===== config.mk =====
export PLATFORM = sky130hd
export DESIGN_NAME = ext_bus_seq
export DESIGN_NICKNAME = d
export VERILOG_FILES = /design/src/rtl/ebs_pkg.sv /design/src/rtl/ebs_window.sv /design/src/rtl/ebs_sequencer.sv /design/src/rtl/ebs_strobes.sv /design/src/rtl/ebs_capture.sv /design/src/rtl/ext_bus_seq.sv
export SDC_FILE = /design/constraint.sdc
export NUM_CORES = 1
export LEC_CHECK = 0
export ABC_CLOCK_PERIOD_IN_PS = 2050
export BUFFER_PORTS_ARGS = -buffer_cell sky130_fd_sc_hd__buf_2
export CAP_MARGIN = 20
export CORE_UTILIZATION = 30
export DETAILED_ROUTE_END_ITERATION = 12
export PLACE_DENSITY = 0.58
export SLEW_MARGIN = 15
export SYNTH_ARGS = -nofsm -noshare
export SYNTH_HDL_FRONTEND = slang
export SYNTH_SLANG_ARGS = --single-unit

===== constraint.sdc =====
create_clock -name clk -period 2.05 [get_ports clk]
set_input_delay 0.5125 -clock clk [delete_from_list [all_inputs] [get_ports clk]]
set_output_delay 0.5125 -clock clk [all_outputs]
set_load 0.005 [all_outputs]

===== src/rtl/ebs_pkg.sv =====
package ebs_pkg;

   typedef enum logic [1:0] {
      EBS_FETCH = 2'b00,
      EBS_READ  = 2'b01,
      EBS_WRITE = 2'b10,
      EBS_RSVD  = 2'b11
   } ebs_kind_e;

endpackage


===== src/rtl/ebs_window.sv =====
// Decodes an inclusive slot range [LO, HI] gated by an enable.
module ebs_window #(
   parameter int SW = 4,
   parameter int LO = 0,
   parameter int HI = 0
) (
   input  logic          en,
   input  logic [SW-1:0] slot,
   output logic          hit
);
   localparam logic [SW-1:0] LO_V = SW'(LO);
   localparam logic [SW-1:0] HI_V = SW'(HI);

   initial begin : window_param_chk
      assert (LO <= HI && HI < (1 << SW))
         else $error("ebs_window: bad range");
   end

   generate
      if (LO == 0) begin : g_from_zero
         assign hit = en && (slot <= HI_V);
      end else if (LO == HI) begin : g_single
         assign hit = en && (slot == LO_V);
      end else begin : g_range
         assign hit = en && (slot >= LO_V) && (slot <= HI_V);
      end
   endgenerate
endmodule


===== src/rtl/ebs_sequencer.sv =====
// Request acceptance, latching and slot counting.
module ebs_sequencer
   import ebs_pkg::*;
#(
   parameter int ADDR_W      = 16,
   parameter int DATA_W      = 8,
   parameter int SW          = 4,
   parameter int FETCH_SLOTS = 6,
   parameter int DATA_SLOTS  = 12
) (
   input  logic              clk,
   input  logic              rst,
   input  logic              req_valid,
   input  logic [1:0]        req_kind,
   input  logic [ADDR_W-1:0] req_addr,
   input  logic [DATA_W-1:0] req_wdata,
   output logic              busy,
   output logic              last,
   output logic [SW-1:0]     slot,
   output ebs_kind_e         kind_q,
   output logic [ADDR_W-1:0] addr_q,
   output logic [DATA_W-1:0] wdata_q
);
   localparam logic [SW-1:0] F_LAST = SW'(FETCH_SLOTS - 1);
   localparam logic [SW-1:0] D_LAST = SW'(DATA_SLOTS - 1);

   logic accept;

   assign accept = req_valid && !busy && (ebs_kind_e'(req_kind) != EBS_RSVD);
   assign last   = busy && (slot == ((kind_q == EBS_FETCH) ? F_LAST : D_LAST));

   always_ff @(posedge clk) begin
      if (rst) begin
         busy    <= 1'b0;
         slot    <= '0;
         kind_q  <= EBS_FETCH;
         addr_q  <= '0;
         wdata_q <= '0;
      end else if (!busy) begin
         if (accept) begin
            busy    <= 1'b1;
            slot    <= '0;
            kind_q  <= ebs_kind_e'(req_kind);
            addr_q  <= req_addr;
            wdata_q <= req_wdata;
         end
      end else if (last) begin
         busy <= 1'b0;
         slot <= '0;
      end else begin
         slot <= slot + 1'b1;
      end
   end


   hold_off_chk: assert property (@(posedge clk) disable iff (rst)
      (busy && !last) |=> (busy && $stable(addr_q) && $stable(kind_q) && $stable(wdata_q)));


   done_then_idle_chk: assert property (@(posedge clk) disable iff (rst)
      last |=> !busy);


   rsvd_reject_chk: assert property (@(posedge clk) disable iff (rst)
      (!busy && req_valid && req_kind == 2'b11) |=> !busy);
endmodule


===== src/rtl/ebs_strobes.sv =====
// Slot-window decode of strobes, bus enable and capture points.
module ebs_strobes
   import ebs_pkg::*;
#(
   parameter int SW          = 4,
   parameter int FETCH_SETUP = 2,
   parameter int FETCH_PULSE = 2,
   parameter int DATA_SETUP  = 4,
   parameter int DATA_PULSE  = 6,
   parameter int WR_LEAD     = 1,
   parameter int WR_HOLD     = 1
) (
   input  logic      clk,
   input  logic      rst,
   input  logic      busy,
   input  logic [SW-1:0] slot,
   input  ebs_kind_e kind_q,
   output logic      psen_n,
   output logic      rd_n,
   output logic      wr_n,
   output logic      data_oe,
   output logic      cap_en
);
   localparam int P_LO  = FETCH_SETUP;
   localparam int P_HI  = FETCH_SETUP + FETCH_PULSE - 1;
   localparam int D_LO  = DATA_SETUP;
   localparam int D_HI  = DATA_SETUP + DATA_PULSE - 1;
   localparam int OE_LO = D_LO - WR_LEAD;
   localparam int OE_HI = D_HI + WR_HOLD;

   logic is_f, is_r, is_w;
   logic psen_hit, rd_hit, wr_hit, oe_hit, fcap_hit, rcap_hit;

   assign is_f = busy && (kind_q == EBS_FETCH);
   assign is_r = busy && (kind_q == EBS_READ);
   assign is_w = busy && (kind_q == EBS_WRITE);

   ebs_window #(.SW(SW), .LO(P_LO),  .HI(P_HI))  u_psen (.en(is_f), .slot(slot), .hit(psen_hit));
   ebs_window #(.SW(SW), .LO(D_LO),  .HI(D_HI))  u_rd   (.en(is_r), .slot(slot), .hit(rd_hit));
   ebs_window #(.SW(SW), .LO(D_LO),  .HI(D_HI))  u_wr   (.en(is_w), .slot(slot), .hit(wr_hit));
   ebs_window #(.SW(SW), .LO(OE_LO), .HI(OE_HI)) u_oe   (.en(is_w), .slot(slot), .hit(oe_hit));
   ebs_window #(.SW(SW), .LO(P_HI),  .HI(P_HI))  u_fcap (.en(is_f), .slot(slot), .hit(fcap_hit));
   ebs_window #(.SW(SW), .LO(D_HI),  .HI(D_HI))  u_rcap (.en(is_r), .slot(slot), .hit(rcap_hit));

   assign psen_n  = !psen_hit;
   assign rd_n    = !rd_hit;
   assign wr_n    = !wr_hit;
   assign data_oe = oe_hit;
   assign cap_en  = fcap_hit || rcap_hit;

   logic [SW:0] rd_run;
   logic [SW:0] wr_run;

   always_ff @(posedge clk) begin
      if (rst) begin
         rd_run <= '0;
         wr_run <= '0;
      end else begin
         rd_run <= rd_n ? '0 : rd_run + 1'b1;
         wr_run <= wr_n ? '0 : wr_run + 1'b1;
      end
   end


   one_strobe_chk: assert property (@(posedge clk) disable iff (rst)
      $countones({!psen_n, !rd_n, !wr_n}) <= 1);


   no_drive_in_read_chk: assert property (@(posedge clk) disable iff (rst)
      (!rd_n || !psen_n) |-> !data_oe);


   wr_lead_chk: assert property (@(posedge clk) disable iff (rst)
      $fell(wr_n) |-> $past(data_oe));


   wr_hold_chk: assert property (@(posedge clk) disable iff (rst)
      $rose(wr_n) |-> data_oe);


   rd_width_chk: assert property (@(posedge clk) disable iff (rst)
      $rose(rd_n) |-> (rd_run == (SW+1)'(DATA_PULSE)));


   wr_width_chk: assert property (@(posedge clk) disable iff (rst)
      $rose(wr_n) |-> (wr_run == (SW+1)'(DATA_PULSE)));
endmodule


===== src/rtl/ebs_capture.sv =====
// Read data register loaded on the capture slot.
module ebs_capture #(
   parameter int DATA_W = 8
) (
   input  logic              clk,
   input  logic              rst,
   input  logic              cap_en,
   input  logic [DATA_W-1:0] data_in,
   output logic [DATA_W-1:0] rdata
);
   always_ff @(posedge clk) begin
      if (rst)         rdata <= '0;
      else if (cap_en) rdata <= data_in;
   end


   rdata_hold_chk: assert property (@(posedge clk) disable iff (rst)
      !$past(cap_en) |-> $stable(rdata));
endmodule


===== src/rtl/ext_bus_seq.sv =====
module ext_bus_seq
   import ebs_pkg::*;
#(
   parameter int ADDR_W         = 16,
   parameter int DATA_W         = 8,
   parameter int FETCH_SETUP    = 2,
   parameter int FETCH_PULSE    = 2,
   parameter int FETCH_SLOTS    = 6,
   parameter int DATA_SETUP     = 4,
   parameter int DATA_PULSE     = 6,
   parameter int DATA_SLOTS     = 12,
   parameter int WR_LEAD        = 1,
   parameter int WR_HOLD        = 1,
   parameter bit ADDR_HOLD_IDLE = 1'b0
) (
   input  logic              clk,
   input  logic              rst,
   input  logic              req_valid,
   input  logic [1:0]        req_kind,
   input  logic [ADDR_W-1:0] req_addr,
   input  logic [DATA_W-1:0] req_wdata,
   output logic              ready,
   output logic              done,
   output logic [DATA_W-1:0] rdata,
   output logic [ADDR_W-1:0] addr_o,
   output logic [DATA_W-1:0] data_o,
   output logic              data_oe,
   input  logic [DATA_W-1:0] data_in,
   output logic              psen_n,
   output logic              rd_n,
   output logic              wr_n
);
   localparam int MAX_SLOTS = (DATA_SLOTS > FETCH_SLOTS) ? DATA_SLOTS : FETCH_SLOTS;
   localparam int SW        = (MAX_SLOTS > 2) ? $clog2(MAX_SLOTS) : 1;

   initial begin : top_param_chk
      assert (FETCH_SETUP >= 1 && FETCH_PULSE >= 1 && FETCH_SETUP + FETCH_PULSE <= FETCH_SLOTS)
         else $error("ext_bus_seq: fetch timing does not fit");
      assert (WR_LEAD >= 1 && WR_LEAD <= DATA_SETUP && DATA_PULSE >= 1)
         else $error("ext_bus_seq: write lead does not fit");
      assert (DATA_SETUP + DATA_PULSE + WR_HOLD <= DATA_SLOTS)
         else $error("ext_bus_seq: data timing does not fit");
   end

   logic              busy, last, cap_en;
   logic [SW-1:0]     slot;
   ebs_kind_e         kind_q;
   logic [ADDR_W-1:0] addr_q;
   logic [DATA_W-1:0] wdata_q;

   ebs_sequencer #(
      .ADDR_W(ADDR_W), .DATA_W(DATA_W), .SW(SW),
      .FETCH_SLOTS(FETCH_SLOTS), .DATA_SLOTS(DATA_SLOTS)
   ) u_seq (
      .clk(clk), .rst(rst), .req_valid(req_valid), .req_kind(req_kind),
      .req_addr(req_addr), .req_wdata(req_wdata), .busy(busy), .last(last),
      .slot(slot), .kind_q(kind_q), .addr_q(addr_q), .wdata_q(wdata_q)
   );

   ebs_strobes #(
      .SW(SW), .FETCH_SETUP(FETCH_SETUP), .FETCH_PULSE(FETCH_PULSE),
      .DATA_SETUP(DATA_SETUP), .DATA_PULSE(DATA_PULSE),
      .WR_LEAD(WR_LEAD), .WR_HOLD(WR_HOLD)
   ) u_stb (
      .clk(clk), .rst(rst), .busy(busy), .slot(slot), .kind_q(kind_q),
      .psen_n(psen_n), .rd_n(rd_n), .wr_n(wr_n), .data_oe(data_oe), .cap_en(cap_en)
   );

   ebs_capture #(.DATA_W(DATA_W)) u_cap (
      .clk(clk), .rst(rst), .cap_en(cap_en), .data_in(data_in), .rdata(rdata)
   );

   assign ready  = !busy;
   assign done   = last;
   assign data_o = data_oe ? wdata_q : '0;

   generate
      if (ADDR_HOLD_IDLE) begin : g_addr_hold
         assign addr_o = addr_q;
      end else begin : g_addr_zero
         assign addr_o = busy ? addr_q : '0;
      end
   endgenerate


   strobe_busy_chk: assert property (@(posedge clk) disable iff (rst)
      (!psen_n || !rd_n || !wr_n) |-> !ready);


   done_pulse_chk: assert property (@(posedge clk) disable iff (rst)
      done |=> (!done && ready));
endmodule


==> metrics.txt <==
IR drop worst, VDD about 0.37 mV; Post-Syn Nets approximately 260; Synthesis Warnings 0; Gate Count Post-Synth 222; total of max-cap violations 0; total clock sinks 39; Distinct cells, synth 29; Peak Freq 458 MHz; HPWL Detailed 3010 µm; Post-Synth XOR/XNOR Area 0%; post-synthesis mux area share 4.52%; Fillers approximately 600; CTS HTree Levels 2; main combinational cell family by area after synthesis simple AND/OR/NAND/NOR gates; number of global-route vias before repair roughly 1600; Die Ht 78.9 µm; adder-cell share of the synthesized area 2.82%; Post-Synth Simple-Gate Area 29.5%; final setup fails 9; cell accounting for the most synthesized area dfxtp_1; input/output buffers 74; Vias around 1700; Synth Area in Compound Gates 14.1%; leading post-synthesis cells by cell area dfxtp_1 44%, nand2_1 12%, and2_1 8.8%, a21oi_1 7.9%, mux2i_1 4.5%; top_reg_cell synth dfxtp_1; drt pass-1 iters 3; placed cell area 2250 µm²; Post-Syn Area per Cell 7.98 µm²; power per cell area 696 nW/µm²; total CTS buffers 5; FP Rows 27; CTS tree yes; clk_lat worst skew 0.29 ns; area grow syn2layout 41.7%; first-pass GRT wire length roughly 7300 µm; final net count 344; Final Hold Violating Endpoints 0; FF+latch count, synth 39; Slew headroom 62.4%; DIE AREA between 6000 and 7000 µm²; Leak ~0.0011 µW; post-synth top area share between 40% and 50%; max-slew violations 0; Final GP Congestion between 0.7 and 0.8; GRT Residual Overflow 0; Final Skew around 0.0056 ns; Post-synth EDFFs 0; worst hold path class in2reg; outcome complete, but fails checks; Worst-path clk slew 0.08 ns; initial core utilization between 30% and 40%; RSZ-0062 raised after global routing true; top-count cell post-synth nand2_1; drt initial violations 68; Die W 78.9 µm; Detailed Route WL 4390 µm; sequential fraction of the synthesis area 44.1%; core area roughly 5600 µm²; layout cells sized above 1 between 30% and 40%; IO Count 75; failing checks negative setup slack; Least-Margin Pin Slew 0.564 ns; Crit Path Max Fanout 2; ant diodes 0; CP Class reg2out; wire length per cell 11.7 µm; Placed Instances 365; Antenna Nets Post-Route 0; synth cell count leaders 58 x nand2_1, 39 x dfxtp_1, 28 x a21oi_1; FFs w/ async S/R, synth 0%; Design Area, Final about 2500 µm²; CP required 1.54 ns; Tot GR Track Use 15.2%; Layout Cells excl Fill 376; largest net degree at the start of global routing 40; mapped cell area 1770 µm²; Tmin final 2.18 ns; Setup crit end kind primary output; final worst slack -0.133 ns; clk root buf clkbuf_8; Total Power 1750 µW; CTS max path bufs 2; crit path launch type flop; DRC 0; Worst EP arrival approximately 1.7 ns; vias per cell 4.50; fin crit share 106%; initial antenna violation count 0
==> cells by family after synthesis <==
logic type	Yosys count
buffers and inverters	19
adder cells (fa/ha/maj)	4
multiplexers	8
AND/OR/NAND/NOR	112
AO/OA/AOI/OAI	40
flip-flops	39
==> what timing repair did <==
item                       in CTS  in global routing
pin swaps                      14                  5
resized for setup              23                  8
setup endpoints to repair      13                 13
hold buffers                    0                  0
cloned                          1                  0
setup buffers                   2                  0
==> critical path, stage by stage, from the launching register on <==
cell	delay, ns
dfxtp_2	0.32
or4b_4	0.55
or3_4	0.40
buf_6	0.12
==> cell type report <==
type                            instances  area [µm²]  share of cell area (%)
Tap cell                               72        90.1                    3.59
Inverter                                5        22.5                   0.897
Sequential cell                        39         793                    31.6
Clock buffer                            6        72.6                    2.89
Multi-Input combinational cell        164         980                    39.0
Timing Repair Buffer                   88         492                    19.6
Clock inverter                          2        60.1                    2.39
==> registers in the layout, indices dropped and copies added (netlist names) <==
signal,count
u_seq.wdata_q,8
u_seq.busy,1
u_cap.rdata,8
u_seq.slot,4
u_seq.kind_q,2
u_seq.addr_q,16
==> layout by cell type (no fill, tap or decap), drive strengths merged <==
cell     instances
nand3b           2
and2b            1
nor3             3
mux2i            8
a31oi            1
a221oi           1
clkbuf           6
o211a            1
dfxtp           39
nor2            17
or3              1
inv              4
a2111oi          1
o32ai            1
nand3            2
nand2           58
bufinv           2
nand2b           1
a21oi           28
ha               4
nor4bb           1
o21ai            4
and2            25
clkinv           1
a21boi           1
a22oi            2
buf             88
or4b             1
==> per-stage QoR <==
stage | setup TNS [ns] | utilization [%] | hold slack, ns | setup WS (ns)
floorplan | 0 | - | 0.432 | 0.0826
CTS | -0.895 | 44.4 | 0.443 | -0.107
global route | -1.95 | 44.8 | 0.441 | -0.221
global placement | 0 | 40.0 | 0.438 | 0.125
detailed placement | 0 | 40.0 | 0.442 | 0.0781
finish | -0.901 | 44.8 | 0.448 | -0.133
==> worst paths after layout <==
| kind | startpoint | endpoint | slack [ns] | cells after the start |
|---|---|---|---|---|
| max | u_seq.slot[2] | psen_n | -0.13 | 3 |
| min | req_wdata[5] | u_seq.wdata_q[5] | 0.45 | 3 |
| max reg2reg | u_seq.kind_q[0] | u_seq.slot[2] | 0.37 | 4 |
| min reg2reg | u_seq.addr_q[12] | u_seq.addr_q[12] | 0.45 | 2 |
==> routing by layer <==
metal  wire length, µm  share of wire, %  global-route usage [%]
met4                69               1.6                    5.45
met1              2000                46                    18.1
met3               217               4.9                    4.60
met5                 0                 0                       0
met2              2100                48                    25.8
==> power breakdown <==
group	switching, µW	internal, µW
sequential	21.3	790
combinational	101	82.2
clock	265	487
No activity file was read; power rests on OpenSTA's default activity.
